===== src/rtl/lamp_pkg.sv =====
package lamp_pkg;
  typedef struct packed {
    logic load;   // capture ratio and build pattern
    logic drive;  // present next bit on serData
  } lampStrobe_t;
endpackage


===== src/rtl/lamp_datapath.sv =====
module lamp_datapath
  import lamp_pkg::*;
#(
  parameter int SEG_COUNT = 64
) (
  input  logic        clk,
  input  logic        rst_n,
  input  lampStrobe_t stb,
  input  logic [7:0]  ratioPct,
  output logic        serData
);
  logic [SEG_COUNT-1:0] patNext;
  logic [SEG_COUNT-1:0] shiftReg;
  int clampedPct;
  int litCount;

  always_comb begin
    if (int'(ratioPct) > 100)     clampedPct = 100;
    else if (int'(ratioPct) < 50) clampedPct = 50;
    else                          clampedPct = int'(ratioPct);
  end

  always_comb begin
    if (clampedPct >= 96)      litCount = 1;
    else if (clampedPct >= 64) litCount = 2 + (95 - clampedPct) / 4;
    else if (clampedPct >= 59) litCount = 10;
    else if (clampedPct >= 56) litCount = 11;
    else if (clampedPct >= 52) litCount = 12;
    else                       litCount = 13;
  end

  always_comb begin
    for (int i = 0; i < SEG_COUNT; i++)
      patNext[i] = (i < litCount) || (i >= SEG_COUNT - litCount);
  end

  always_ff @(posedge clk or negedge rst_n) begin
    if (!rst_n) begin
      shiftReg <= '0;
      serData  <= 1'b0;
    end else if (stb.load) begin
      shiftReg <= patNext;
    end else if (stb.drive) begin
      serData  <= shiftReg[SEG_COUNT-1];
      shiftReg <= {shiftReg[SEG_COUNT-2:0], 1'b0};
    end
  end
endmodule


===== src/rtl/lamp_control.sv =====
module lamp_control
  import lamp_pkg::*;
#(
  parameter int SEG_COUNT = 64,
  parameter int DIV_W     = 4
) (
  input  logic             clk,
  input  logic             rst_n,
  input  logic             start,
  input  logic [DIV_W-1:0] divHalf,
  output lampStrobe_t      stb,
  output logic             busy,
  output logic             serClk,
  output logic             serLatch,
  output logic             serEnable
);
  localparam int BIT_W = $clog2(SEG_COUNT + 1);
  localparam logic [BIT_W-1:0] LAST_BIT = BIT_W'(SEG_COUNT);

  typedef enum logic [1:0] {ST_IDLE, ST_SHIFT, ST_LATCH, ST_SETTLE} ctrlState_t;
  ctrlState_t state;

  logic [DIV_W-1:0] phaseCnt;
  logic [DIV_W-1:0] halfLen;
  logic [BIT_W-1:0] bitCnt;
  logic             tick;

  assign halfLen = (divHalf == '0) ? DIV_W'(1) : divHalf;
  assign tick    = (phaseCnt == halfLen - DIV_W'(1));
  assign busy    = (state != ST_IDLE);

  always_comb begin
    stb.load  = (state == ST_IDLE) && start;
    stb.drive = (state == ST_SHIFT) && tick && !serClk && (bitCnt != LAST_BIT);
  end

  always_ff @(posedge clk or negedge rst_n) begin
    if (!rst_n) begin
      state     <= ST_IDLE;
      phaseCnt  <= '0;
      bitCnt    <= '0;
      serClk    <= 1'b0;
      serLatch  <= 1'b0;
      serEnable <= 1'b0;
    end else begin
      if (state != ST_IDLE) phaseCnt <= tick ? '0 : phaseCnt + DIV_W'(1);
      case (state)
        ST_IDLE: if (start) begin
          state     <= ST_SHIFT;
          phaseCnt  <= '0;
          bitCnt    <= '0;
          serEnable <= 1'b0;
        end
        ST_SHIFT: if (tick) begin
          if (!serClk) begin
            if (bitCnt == LAST_BIT) begin
              serLatch <= 1'b1;
              state    <= ST_LATCH;
            end else begin
              serClk <= 1'b1;
            end
          end else begin
            serClk <= 1'b0;
            bitCnt <= bitCnt + BIT_W'(1);
          end
        end
        ST_LATCH: if (tick) begin
          serLatch <= 1'b0;
          state    <= ST_SETTLE;
        end
        ST_SETTLE: if (tick) begin
          serEnable <= 1'b1;
          state     <= ST_IDLE;
        end
        default: state <= ST_IDLE;
      endcase
    end
  end
endmodule


===== src/rtl/lamp_pattern_ctrl.sv =====
module lamp_pattern_ctrl
  import lamp_pkg::*;
#(
  parameter int SEG_COUNT = 64,
  parameter int DIV_W     = 4
) (
  input  logic             clk,
  input  logic             rst_n,
  input  logic             start,
  input  logic [7:0]       ratioPct,
  input  logic [DIV_W-1:0] divHalf,
  output logic             busy,
  output logic             serClk,
  output logic             serData,
  output logic             serLatch,
  output logic             serEnable
);
  lampStrobe_t stb;

  lamp_control #(.SEG_COUNT(SEG_COUNT), .DIV_W(DIV_W)) u_ctrl (
    .clk(clk), .rst_n(rst_n), .start(start), .divHalf(divHalf), .stb(stb),
    .busy(busy), .serClk(serClk), .serLatch(serLatch), .serEnable(serEnable)
  );

  lamp_datapath #(.SEG_COUNT(SEG_COUNT)) u_dp (
    .clk(clk), .rst_n(rst_n), .stb(stb), .ratioPct(ratioPct), .serData(serData)
  );
endmodule


===== config.mk =====
export PLATFORM = sky130hd
export DESIGN_NAME = lamp_pattern_ctrl
export DESIGN_NICKNAME = d
export VERILOG_FILES = /design/src/rtl/lamp_pkg.sv /design/src/rtl/lamp_datapath.sv /design/src/rtl/lamp_control.sv /design/src/rtl/lamp_pattern_ctrl.sv
export SDC_FILE = /design/constraint.sdc
export NUM_CORES = 1
export LEC_CHECK = 0
export ABC_AREA = 1
export BUFFER_PORTS_ARGS = -buffer_cell sky130_fd_sc_hd__buf_2
export CORE_ASPECT_RATIO = 2
export CORE_UTILIZATION = 55
export CTS_CLUSTER_DIAMETER = 200
export CTS_CLUSTER_SIZE = 24
export DETAILED_ROUTE_END_ITERATION = 6
export GPL_ROUTABILITY_DRIVEN = 0
export PLACE_DENSITY = 0.72
export SYNTH_ARGS = -nofsm -noshare
export SYNTH_HDL_FRONTEND = slang
export SYNTH_SLANG_ARGS = --single-unit

===== constraint.sdc =====
create_clock -name clk -period 2.4 [get_ports clk]
set_input_delay 0.12 -clock clk [delete_from_list [all_inputs] [get_ports clk]]
set_output_delay 0.12 -clock clk [all_outputs]
set_load 0.02 [all_outputs]

### Word level (Yosys, flattened, before mapping)

Index checks and enable logic that the tools add are counted.

* register bits after elaboration: 81
* input port bits: 15
* output and inout bits: 5

* order comparisons: 135
* equality and inequality tests: 13
* reduce and logical (&&, ||, !) cells: 83
* bitwise gates (word level): 2
* add/sub/neg operators: 7
* multiplexer cells: 35

Operators with widths (count)
* 7-bit by 32-bit >= comparator with 1-bit output, first input constant: 32
* 7-bit by 32-bit < comparator with 1-bit output, first input constant: 32
* 6-bit by 32-bit >= comparator with 1-bit output, first input constant: 16
* 6-bit by 32-bit < comparator with 1-bit output, first input constant: 16
* 5-bit by 32-bit >= comparator with 1-bit output, first input constant: 8
* 5-bit by 32-bit < comparator with 1-bit output, first input constant: 8
* 4-bit by 32-bit >= comparator with 1-bit output, first input constant: 4
* 4-bit by 32-bit < comparator with 1-bit output, first input constant: 4
* 32-bit 2-to-1 mux: 4
* 64-bit 2-to-1 mux: 2
* 3-bit by 32-bit >= comparator with 1-bit output, first input constant: 2
* 1-bit logical OR: 64
* 3-bit by 32-bit < comparator with 1-bit output, first input constant: 2
* 3-bit by 32-bit adder with 32-bit output, first input constant: 1
* 32-bit by 1-bit adder with 32-bit output: 1
* 1-bit by 32-bit >= comparator with 1-bit output, first input constant: 1
* 2-bit by 32-bit >= comparator with 1-bit output, first input constant: 1
* 1-bit by 32-bit < comparator with 1-bit output, first input constant: 1
* 2-bit by 32-bit < comparator with 1-bit output, first input constant: 1
* 8-bit by 32-bit subtractor with 32-bit output, first input constant: 1
* 8-bit by 6-bit >= comparator with 1-bit output, second input constant: 3
* 7-bit 2-to-1 mux: 3
* 4-bit 2-to-1 mux: 5
* 8-bit by 7-bit >= comparator with 1-bit output, second input constant: 2
* 32 further kinds: 61

### Depth between registers and ports, before layout

Gate-level depths: netlist of run 1.

* depth after elaboration: 14
* mapped depth: 31
* mapped depth without buffers: 31

### Modules after synthesis

A second synthesis of run 1 with hierarchy kept.

* cell total of the unflattened synthesis: 716
* area total of the unflattened synthesis: 5262.5 µm²

By module, submodules not included
* lamp_datapath: times used 1, cells each 570, area an instance 4151.5 µm²
* lamp_control: times used 1, cells each 146, area an instance 1111.1 µm²

### Worst setup path after synthesis of run 1

Ideal clock, no wire load.

* kind: input to register
* start point: input port ratioPct[5]
* end point: register u_dp.shiftReg[48]
* buffers on the path: 2
* stages: 24
* path slack: -1.244 ns
* arrival: 3.568 ns
* path through: nand2_1 > nand2_1 > buf_2 > inv_2 > a41oi_1 > ha_1 > inv_1 > ha_1 > inv_1 > nand4_1 > ha_1 > nor2_1 > o41ai_1 > nand2_1 > inv_2 > nand2_4 > nor2_4 > inv_2 > nor3_4 > buf_6 > nand2_1 > nand2_1 > nor2_1 > o21bai_2

* word-level cells in the longest chain between the ends: 14

Ends and longest elaborated chain
* start, declared: RTL line lamp_pattern_ctrl.sv:10 `input logic [7:0] ratioPct,`
* 8-bit by 6-bit < comparator with 1-bit output: RTL line lamp_datapath.sv:19 `else if (int'(ratioPct) < 50) clampedPct = 50;`
* 8-bit 2-to-1 mux: RTL line lamp_datapath.sv:19
* 8-bit 2-to-1 mux *: RTL line lamp_datapath.sv:18 `if (int'(ratioPct) > 100) clampedPct = 100;`
* 7-bit by 8-bit subtractor with 9-bit output: RTL line lamp_datapath.sv:25 `else if (clampedPct >= 64) litCount = 2 + (95 - clampedPct) / 4;`
* 2-bit OR reduction (no line)
* 1-bit AND (no line)
* 32-bit by 1-bit adder with 32-bit output (no line)
* 3-bit by 32-bit adder with 32-bit output: RTL line lamp_datapath.sv:25
* 32-bit 2-to-1 mux: RTL line lamp_datapath.sv:25
* 32-bit 2-to-1 mux *: RTL line lamp_datapath.sv:24 `if (clampedPct >= 96) litCount = 1;`
* 8-bit by 32-bit subtractor with 32-bit output: RTL line lamp_datapath.sv:34 `patNext[i] = (i < litCount) || (i >= SEG_COUNT - litCount);`
* 7-bit by 32-bit >= comparator with 1-bit output: RTL line lamp_datapath.sv:34
* 1-bit logical OR *: RTL line lamp_datapath.sv:34
* 64-bit 2-to-1 mux *: RTL line lamp_datapath.sv:41 `end else if (stb.load) begin`
* end signal, assigned: RTL line lamp_datapath.sv:42 `shiftReg <= patNext;`
* end signal, assigned: RTL line lamp_datapath.sv:45 `shiftReg <= {shiftReg[SEG_COUNT-2:0], 1'b0};`
* end, declared: RTL line lamp_datapath.sv:13 `logic [SEG_COUNT-1:0] shiftReg;`

Mark *: on every way between the ends. The rest lies on a longest branch, timed or not.
A chain may end at the register's enable or synchronous reset.

### Worst setup path in the final report of run 1

* start point: input port ratioPct[2]
* end point: register u_dp.shiftReg[43]

Same word-level chain as after synthesis.

==> results of run 1 <==
## sequential cells by signal, summed over array words and instances, names as in the netlist
register          cells
u_ctrl.state          2
u_ctrl.serEnable      1
u_dp.shiftReg        64
u_ctrl.bitCnt         7
u_ctrl.serClk         1
u_ctrl.phaseCnt       4
u_ctrl.serLatch       1
u_dp.serData          1
## repair_timing
action | in CTS | in global routing
hold buffers | 1 | 0
hold endpoints to repair | 50 | 0
buffers inserted | 21 | 8
pin swaps | 23 | 37
gates resized for setup | 73 | 85
endpoints found under the setup margin | 64 | 67
cloned | 1 | 2
## cell type report
type	instances	area, um2
clock buffer	9	225
sequential	81	2030
fill	850	2280
tap	152	190
inverter	208	811
timing repair inverter	1	7.51
multi-input combinational	837	5020
clock inverter	7	101
timing repair buffer	280	2330
## critical path, stage by stage
cell	delay [ns]
buf_2	0.13
inv_1	0.06
nand2_1	0.08
nand3_2	0.17
nand2_4	0.15
nand2_4	0.08
a41oi_4	0.16
ha_4	0.17
inv_4	0.04
ha_4	0.16
inv_4	0.06
nand4_1	0.13
ha_2	0.37
nor2_4	0.06
o41ai_4	0.37
nand2_2	0.13
buf_4	0.16
nor2_2	0.10
nand2_2	0.08
nor2_4	0.12
inv_2	0.06
nor3_4	0.20
buf_4	0.18
clkbuf_16	0.16
nand2_1	0.14
nand3_1	0.13
a21o_1	0.11
## worst paths after layout
path                            slack, ns                            end  cells past startpoint                   startpoint
worst max-delay path                -1.19  u_dp.shiftReg[43]$_DFFE_PN0P_                     27                  ratioPct[2]
worst min-delay path                 0.10   u_ctrl.phaseCnt[0]$_DFF_PN0_                      4                        start
worst max register to register       0.22   u_ctrl.bitCnt[6]$_DFFE_PN0P_                     12  u_ctrl.state[1]$_DFFE_PN0P_
worst min register to register       0.49       u_dp.serData$_DFFE_PN0P_                      2     u_dp.serData$_DFFE_PN0P_
max in group asynchronous            1.41  u_dp.shiftReg[33]$_DFFE_PN0P_                      3                        rst_n
min in group asynchronous            0.36       u_dp.serData$_DFFE_PN0P_                      2                        rst_n
## Yosys cell counts, types with 16 or more instances
library cell / number / share of area
dfrtp_1: 81 / 0.28
o22ai_1: 37 / 0.032
inv_1: 194 / 0.099
nor2_1: 116 / 0.059
ha_1: 25 / 0.043
o21ai_1: 18 / 0.012
nand2_1: 292 / 0.15
clkbuf_1: 28 / 0.014
a21oi_1: 29 / 0.020
o21ai_0: 63 / 0.043
o221ai_1: 16 / 0.019
o211ai_1: 16 / 0.016
nand3_1: 123 / 0.084
## report_power, final
part,leakage [nW],switching (W),total [W],internal (W)
Clock,0.158,0.000594,0.00152,0.000922
Combinational,4.33,0.00284,0.00486,0.00202
Sequential,0.967,0.000279,0.00235,0.00207
Total,5.45,0.00371,0.00872,0.00501
## metrics by stage
step	hold WS [ns]	TNS, ns
floorplan	-0.176	-47.25
global placement	0.190	-72.55
detailed placement	0.200	-77.90
CTS	0.103	-46.05
global route	0.136	-71.03
finish	0.104	-61.21
## kinds of logic (layout without fill, tap and decap cells)
| group | Yosys count | in the layout | share of synthesized area |
|---|---|---|---|
| AND/OR/NAND/NOR | 605 | 605 | 0.368 |
| buffers and inverters | 253 | 505 | 0.137 |
| AO/OA/AOI/OAI | 200 | 200 | 0.167 |
| flip-flops | 81 | 81 | 0.276 |
| adder cells (fa/ha/maj) | 25 | 25 | 0.0426 |
| XOR/XNOR | 6 | 6 | 0.00716 |
| multiplexers | 1 | 1 | 0.00154 |
## routing by layer
metal / vias up / wire length, um / GRT usage
li1: 4290 / - / -
met1: 4371 / 8870 / 0.359
met2: 554 / 15100 / 0.750
met3: 249 / 2290 / 0.102
met4: 0 / 3590 / 0.411
met5: - / 0 / 0
==> flow_summary.json, run 1 <==
{
  "status": "finished with violations",
  "violated_checks": "design-rule violations, negative setup slack",
  "pin_count_of_the_biggest_net_entering_global_routing": 58,
  "mappedNetlistNets": 1211,
  "grt_pass1_vias": 9071,
  "fp.coreArea_um2": 13000,
  "synth.cell_area_um2": 7330,
  "initial_antenna_violation_count": 0,
  "area.growth.synth_to_final_pct": 46.0,
  "grt_pass1_wl_um": 44300,
  "cts_htree_levels": 3,
  "vias": 9464,
  "crit_path_start_kind": "input pin",
  "timing_worst_slew_pin_value_ns": 0.678,
  "worst_clock_skew_ns": 0.00606,
  "critPathMaxFanout": 10,
  "initialDrtViolationCount": 946,
  "ant_nets": 0,
  "most_common_library_cell_in_the_layout_ignoring_fill_and_taps": "nand2_1",
  "layout_common_cells": "267 x nand2_1, 237 x buf_4, 185 x inv_1, 93 x nand3_1, 90 x nor2_1",
  "finalCoreUtilization": 0.824,
  "critPathCaptureType": "flip-flop",
  "synth_edf_count": 0,
  "ctsLongestPathBuffers": 2,
  "postSynth.asyncResetShare": 1.00,
  "timing.critical_path.required_ns": 2.68,
  "tritoncts": "yes",
  "std_cell_rows": 59,
  "synthesis.area_per_instance_um2": 6.26,
  "relSlewSlack": 0.548,
  "syn-instance-count": 1171,
  "setup_viol_count_final": 64,
  "worst-setup-path-type": "input pin to flip-flop",
  "design.final.nets": 1458,
  "final.min_clock_period_ns": 3.59,
  "rsz0062_at_grt": "true",
  "start_util": 0.565,
  "routed_wirelength_um": 29900,
  "synth-seq-area-share": 0.276,
  "power.static_leakage_nw": 5.45,
  "chipHeight_um": 165,
  "ctsRootBufferMaster": "clkbuf_16",
  "die_x_um": 83.7,
  "postPlaceCellArea_um2": 9550,
  "hold_path_class": "input pin to flip-flop",
  "timing.final.crit_share": 1.50,
  "post_place_setup_slack_ns": -1.34,
  "final_critical_path_setup_slack_ns": -1.19,
  "final_layout_size_suffix_gt1_frac": 0.343,
  "die_area_um2": 13800,
  "num_io_pins": 20,
  "ir_worst_vdd_v": 0.00106,
  "dp_cells": 1530,
  "hold_viol": 0,
  "yosysUniqueCellTypes": 52,
  "cts.reportedPaths.clkPinSlew_ns": 0.07,
  "cts_buffers": 9,
  "route.detailed.vias_per_inst": 6.01,
  "fmax_ghz": 0.278,
  "hpwlAfterDp_um": 20300,
  "power.density_nw_per_um2": 814,
  "fin_cells": 1575,
  "finalPower_w": 0.00872,
  "inserted_diodes": 0,
  "yosysWarnings": 0,
  "detailed_routing_iterations_pass_1": 7,
  "crit_arrival_ns": 3.88,
  "portBuffers": 19,
  "synth_seq_cells": 81,
  "gr-total-overflow": 0,
  "ys_dominant_reg_cell": "dfrtp_1",
  "final_design_area_no_fill_um2": 10700,
  "gr_util_all_layers": 0.413,
  "worst_skew_pair.late_latency_ns": 0.34,
  "route.detailed.wl_per_inst_um": 19.0,
  "maxSlewViolCount": 0,
  "cts.sinks": 81,
  "drc": 2,
  "cap_viol_max_count": 0
}
Power figures use the tool's default switching activity.
==> inputs of run 2 (changes only) <==
clock period = 3.6 ns   (was 2.4 ns; I/O delays follow)
==> flow_summary.json, run 2 (same netlist as run 1, synthesis figures left out) <==
{
  "timing_worst_slew_pin_value_ns": 0.864,
  "design.final.nets": 1397,
  "tritoncts": "yes",
  "ctsRootBufferMaster": "clkbuf_16",
  "worst_case_register_to_register_setup_slack_ns": 1.00,
  "maxSlewViolCount": 0,
  "initial_antenna_violation_count": 0,
  "cts.reportedPaths.clkPinSlew_ns": 0.06,
  "seqPwrFrac": 0.292,
  "hold_viol": 0,
  "routed_wirelength_um": 26700,
  "vias": 8824,
  "rsz0062_at_grt": "true",
  "hpwlAfterDp_um": 19500,
  "portBuffers": 19,
  "reg2reg_to": "u_dp.shiftReg[31]$_DFFE_PN0P_",
  "post_place_setup_slack_ns": -0.414,
  "relSlewSlack": 0.424,
  "critical-path-top-cell-by-count": "buf_6",
  "most_common_library_cell_in_the_layout_ignoring_fill_and_taps": "nand2_1",
  "start_util": 0.565,
  "std_cell_rows": 59,
  "critPathMaxFanout": 7,
  "drc": 0,
  "worst_skew_pair.late_latency_ns": 0.34,
  "share_comb_of_total_power": 0.533,
  "cts.sinks": 81,
  "pin_count_of_the_biggest_net_entering_global_routing": 62,
  "fin_tns_setup_ns": 0,
  "power.net_switching_w": 0.00226,
  "gr-total-overflow": 0,
  "ir_worst_vdd_v": 0.000607,
  "cap_viol_max_count": 0,
  "timing.critical_path.from": "ratioPct[4]",
  "chipHeight_um": 165,
  "largest_register_ff_count": 64,
  "die_area_um2": 13800,
  "route.detailed.wl_per_inst_um": 17.7,
  "route.detailed.vias_per_inst": 5.83,
  "setup_viol_count_final": 0,
  "layout_common_cells": "278 x nand2_1, 186 x inv_1, 186 x buf_4, 108 x nand3_1, 101 x nor2_1",
  "cts_htree_levels": 3,
  "fmax_ghz": 0.285,
  "die_x_um": 83.7,
  "max_flop_register": "u_dp.shiftReg",
  "crit_path_start_kind": "input pin",
  "timing.reg2reg.worst_path_depth": 9,
  "final.min_clock_period_ns": 3.51,
  "num_io_pins": 20,
  "timing.critical_path.required_ns": 3.88,
  "gr_util_all_layers": 0.381,
  "cts_buffers": 9,
  "share_of_power_burned_in_the_clock_network": 0.175,
  "rr_startpoint": "u_ctrl.state[0]$_DFFE_PN0P_",
  "ant_nets": 0,
  "detailed_routing_iterations_pass_1": 6,
  "worst-setup-path-type": "input pin to flip-flop",
  "critPathCaptureType": "flip-flop",
  "inserted_diodes": 0,
  "top_regs": "u_dp.shiftReg: 64 flops, u_ctrl.bitCnt: 7 flops, u_ctrl.phaseCnt: 4 flops",
  "initialDrtViolationCount": 862,
  "worst_clock_skew_ns": 0.00832,
  "ctsLongestPathBuffers": 2,
  "final_critical_path_setup_slack_ns": 0.0912,
  "grt_pass1_vias": 8589,
  "grt_pass1_wl_um": 41100,
  "power.density_nw_per_um2": 545,
  "fp.coreArea_um2": 13000,
  "switching_share": 0.424,
  "finalCoreUtilization": 0.753,
  "critical_path.max_stage_delay_ns": 0.38,
  "power.static_leakage_nw": 5.06,
  "status": "finished clean",
  "area.growth.synth_to_final_pct": 33.3,
  "worstSetupEndpoint": "u_dp.shiftReg[20]$_DFFE_PN0P_",
  "crit_arrival_ns": 3.79,
  "cell_internal_pwr_w": 0.00307,
  "timing.final.crit_share": 0.975,
  "final_layout_size_suffix_gt1_frac": 0.269,
  "hold_path_class": "input pin to flip-flop",
  "worst_path_max_delay_cell": "ha_1"
}
## run 2: stage by stage
step / total power, W / cell area (um2) / hold WS [ns] / cells
floorplan: 0.00331 / 7340 / -0.116 / 1171
global placement: 0.00415 / 8910 / 0.212 / 1484
detailed placement: 0.00424 / 8910 / 0.218 / 1484
CTS: 0.00518 / 9230 / 0.182 / 1501
global route: 0.00573 / 9780 / 0.217 / 1514
finish: 0.00533 / 9780 / 0.187 / 1514
## run 2: worst max-delay path: cells and delay by family
kind	cells	cell delay, ns
adders and majority gates	3	0.71
buffers and inverters	8	0.73
and+or+nand+nor	13	1.49
AOI/OAI and AO/OA	3	0.64
## run 2: final cells by class
cell class,instances,area [um2]
fill,1033,3220
inverter,208,790
tap,152,190
multi-input combinational,837,4670
sequential,81,2030
clock buffer,10,239
clock inverter,6,65.1
timing repair buffer,220,1800
## run 2: timing repair
action	in CTS	in global routing
pin swaps	0	45
gates cloned	0	3
endpoints found under the setup margin	1	62
hold buffers	1	0
endpoints found under the hold margin	46	0
gates resized for setup	1	110
buffers inserted	0	10
## run 2: worst min-delay path by stage
stage | from | endpoint | slack (ns) | cells past startpoint
finish | start | u_ctrl.phaseCnt[1]$_DFF_PN0_ | 0.19 | 4
CTS | start | u_ctrl.phaseCnt[1]$_DFF_PN0_ | 0.18 | 4
global placement | rst_n | u_ctrl.phaseCnt[3]$_DFF_PN0_ | 0.21 | 1
detailed placement | rst_n | u_ctrl.phaseCnt[3]$_DFF_PN0_ | 0.22 | 1
global route | start | u_ctrl.phaseCnt[1]$_DFF_PN0_ | 0.22 | 4
floorplan | rst_n | u_ctrl.bitCnt[0]$_DFFE_PN0P_ | -0.12 | 0
## run 2: power by group through the flow
stage	logic (W)	registers, W	clock network, W
floorplan	0.00176	0.00155	0
global placement	0.00261	0.00155	0
detailed placement	0.00267	0.00157	0
CTS	0.00269	0.00155	0.000940
global route	0.00315	0.00160	0.000974
finish	0.00284	0.00156	0.000934
## run 2: metal layers
metal | wire [um] | global-route usage | share of wire
met4 | 2710 | 0.347 | 0.10
met5 | 0 | 0 | 0
met3 | 1640 | 0.0666 | 0.061
met2 | 13900 | 0.703 | 0.52
met1 | 8500 | 0.351 | 0.32
==> inputs of run 3 (changes only) <==
CTS_BUF_LIST = sky130_fd_sc_hd__clkbuf_2   (was not set)
SETUP_SLACK_MARGIN = 0.5   (was not set)
==> flow_summary.json, run 3 (same netlist as run 1, synthesis figures left out) <==
{
  "rr_startpoint": "u_ctrl.phaseCnt[1]$_DFF_PN0_",
  "num-fill-cells": 1069,
  "fin_cells": 1500,
  "die_x_um": 83.7,
  "status": "finished clean",
  "routed_wirelength_um": 26400,
  "tritoncts": "yes",
  "timing.critical_path.depth": 25,
  "cap_viol_max_count": 0,
  "critical_path.max_stage_delay_ns": 0.35,
  "layout_common_cells": "267 x nand2_1, 182 x inv_1, 167 x buf_4, 95 x nand3_1, 84 x nor2_1",
  "max_flop_register": "u_dp.shiftReg",
  "worst_path_max_delay_cell": "o41ai_4",
  "route.detailed.wl_per_inst_um": 17.6,
  "final.min_clock_period_ns": 3.13,
  "rsz0062_at_grt": "true",
  "cts_htree_levels": 3,
  "worst-setup-path-type": "input pin to flip-flop",
  "fp.coreArea_um2": 13000,
  "cts_buffers": 9,
  "worst_skew_pair.late_latency_ns": 0.57,
  "hpwlAfterDp_um": 19100,
  "cts.sinks": 81,
  "layout.area.seq_um2": 2030,
  "post_place_setup_slack_ns": -0.196,
  "drc": 0,
  "most_common_library_cell_in_the_layout_ignoring_fill_and_taps": "nand2_1",
  "start_util": 0.565,
  "critPathMaxFanout": 8,
  "ctsRootBufferMaster": "clkbuf_2",
  "worst_case_register_to_register_setup_slack_ns": 1.24,
  "dp_cells": 1460,
  "hold_path_class": "input pin to asynchronous set/reset pin",
  "timing_worst_slew_pin_value_ns": 0.781,
  "critical-path-top-delay-family": "simple AND/OR/NAND/NOR gates",
  "gr-total-overflow": 0,
  "multi_input_area_um2": 4940,
  "die_area_um2": 13800,
  "critPathCaptureType": "flip-flop",
  "hold_viol": 0,
  "area.growth.synth_to_final_pct": 33.3,
  "critical-path-top-cell-by-count": "nor2_4",
  "final_layout_size_suffix_gt1_frac": 0.293,
  "crit_arrival_ns": 3.61,
  "grt_pass1_vias": 8560,
  "reg2reg_to": "u_ctrl.bitCnt[6]$_DFFE_PN0P_",
  "grt_pass1_wl_um": 40900,
  "relSlewSlack": 0.479,
  "pin_count_of_the_biggest_net_entering_global_routing": 62,
  "final_critical_path_setup_slack_ns": 0.467,
  "timing.critical_path.required_ns": 4.08,
  "ir_worst_vdd_v": 0.000542,
  "finalPower_w": 0.00489,
  "design.final.nets": 1382,
  "ant_nets": 0,
  "initial_antenna_violation_count": 1,
  "setup_viol_count_final": 0,
  "num_io_pins": 20,
  "route.detailed.vias_per_inst": 5.78,
  "worst_clock_skew_ns": 0.0307,
  "gr_util_all_layers": 0.379,
  "cts.reportedPaths.clkPinSlew_ns": 0.25,
  "vias": 8677,
  "crit_path_start_kind": "input pin",
  "maxSlewViolCount": 0,
  "largest_register_ff_count": 64,
  "timing.final.crit_share": 0.870,
  "timing.reg2reg.worst_path_depth": 11,
  "initialDrtViolationCount": 813,
  "fmax_ghz": 0.319,
  "critPathBufInv": 8,
  "power.density_nw_per_um2": 500,
  "portBuffers": 19,
  "top_regs": "u_dp.shiftReg: 64 flops, u_ctrl.bitCnt: 7 flops, u_ctrl.phaseCnt: 4 flops",
  "power.static_leakage_nw": 4.97,
  "std_cell_rows": 59,
  "detailed_routing_iterations_pass_1": 6,
  "chipHeight_um": 165,
  "ctsLongestPathBuffers": 2
}
[run 3: timing repair]
| item | CTS | global route |
|---|---|---|
| pin swaps | 21 | 68 |
| setup endpoints to repair | 39 | 58 |
| gates resized for setup | 22 | 120 |
| setup buffers | 3 | 16 |
| endpoints found under the hold margin | 59 | 0 |
| cloned | 1 | 1 |
| hold buffers | 2 | 0 |
[run 3: worst max-delay path by stage]
stage	slack, ns	endpoint	from
finish	0.47	u_dp.shiftReg[43]$_DFFE_PN0P_	ratioPct[7]
global placement	-0.16	u_dp.shiftReg[39]$_DFFE_PN0P_	ratioPct[4]
global route	0.33	u_dp.shiftReg[57]$_DFFE_PN0P_	ratioPct[7]
detailed placement	-0.20	u_dp.shiftReg[38]$_DFFE_PN0P_	ratioPct[4]
CTS	0.49	u_dp.shiftReg[20]$_DFFE_PN0P_	ratioPct[4]
floorplan	0.27	u_dp.shiftReg[48]$_DFFE_PN0P_	ratioPct[7]
[run 3: cell type report]
class | count | share of cell area
Antenna cell | 1 | 0.000256
Clock buffer | 9 | 0.00461
Clock inverter | 7 | 0.00461
Inverter | 208 | 0.0824
Multi-Input combinational cell | 837 | 0.505
Sequential cell | 81 | 0.207
Tap cell | 152 | 0.0194
Timing Repair Buffer | 205 | 0.176
[run 3: power breakdown]
group          switching (W)  total [W]  internal, W  leakage, nW
clock network       0.000344   0.000433    0.0000891       0.0550
logic                0.00175    0.00292      0.00116         3.95
registers           0.000170    0.00154      0.00137        0.967
total                0.00227    0.00489      0.00262         4.97
[run 3: stage by stage]
| step | util | setup TNS (ns) | hold WS, ns | instance area (um2) |
|---|---|---|---|---|
| 2_1_floorplan | - | 0 | -0.116 | 7600 |
| 3_3_place_gp | 0.689 | -3.85 | 0.288 | 8950 |
| 3_5_place_dp | 0.689 | -6.33 | 0.295 | 8950 |
| 4_1_cts | 0.707 | 0 | 0.188 | 9180 |
| 5_1_grt | 0.753 | 0 | 0.195 | 9780 |
| 6_report | 0.753 | 0 | 0.169 | 9780 |
[run 3: per-layer routing]
metal / part of all wire / vias up / GRT usage
met5: 0 / - / 0
met4: 0.10 / 0 / 0.333
met3: 0.060 / 188 / 0.0656
met2: 0.51 / 381 / 0.687
met1: 0.33 / 3967 / 0.365
li1: - / 4141 / -
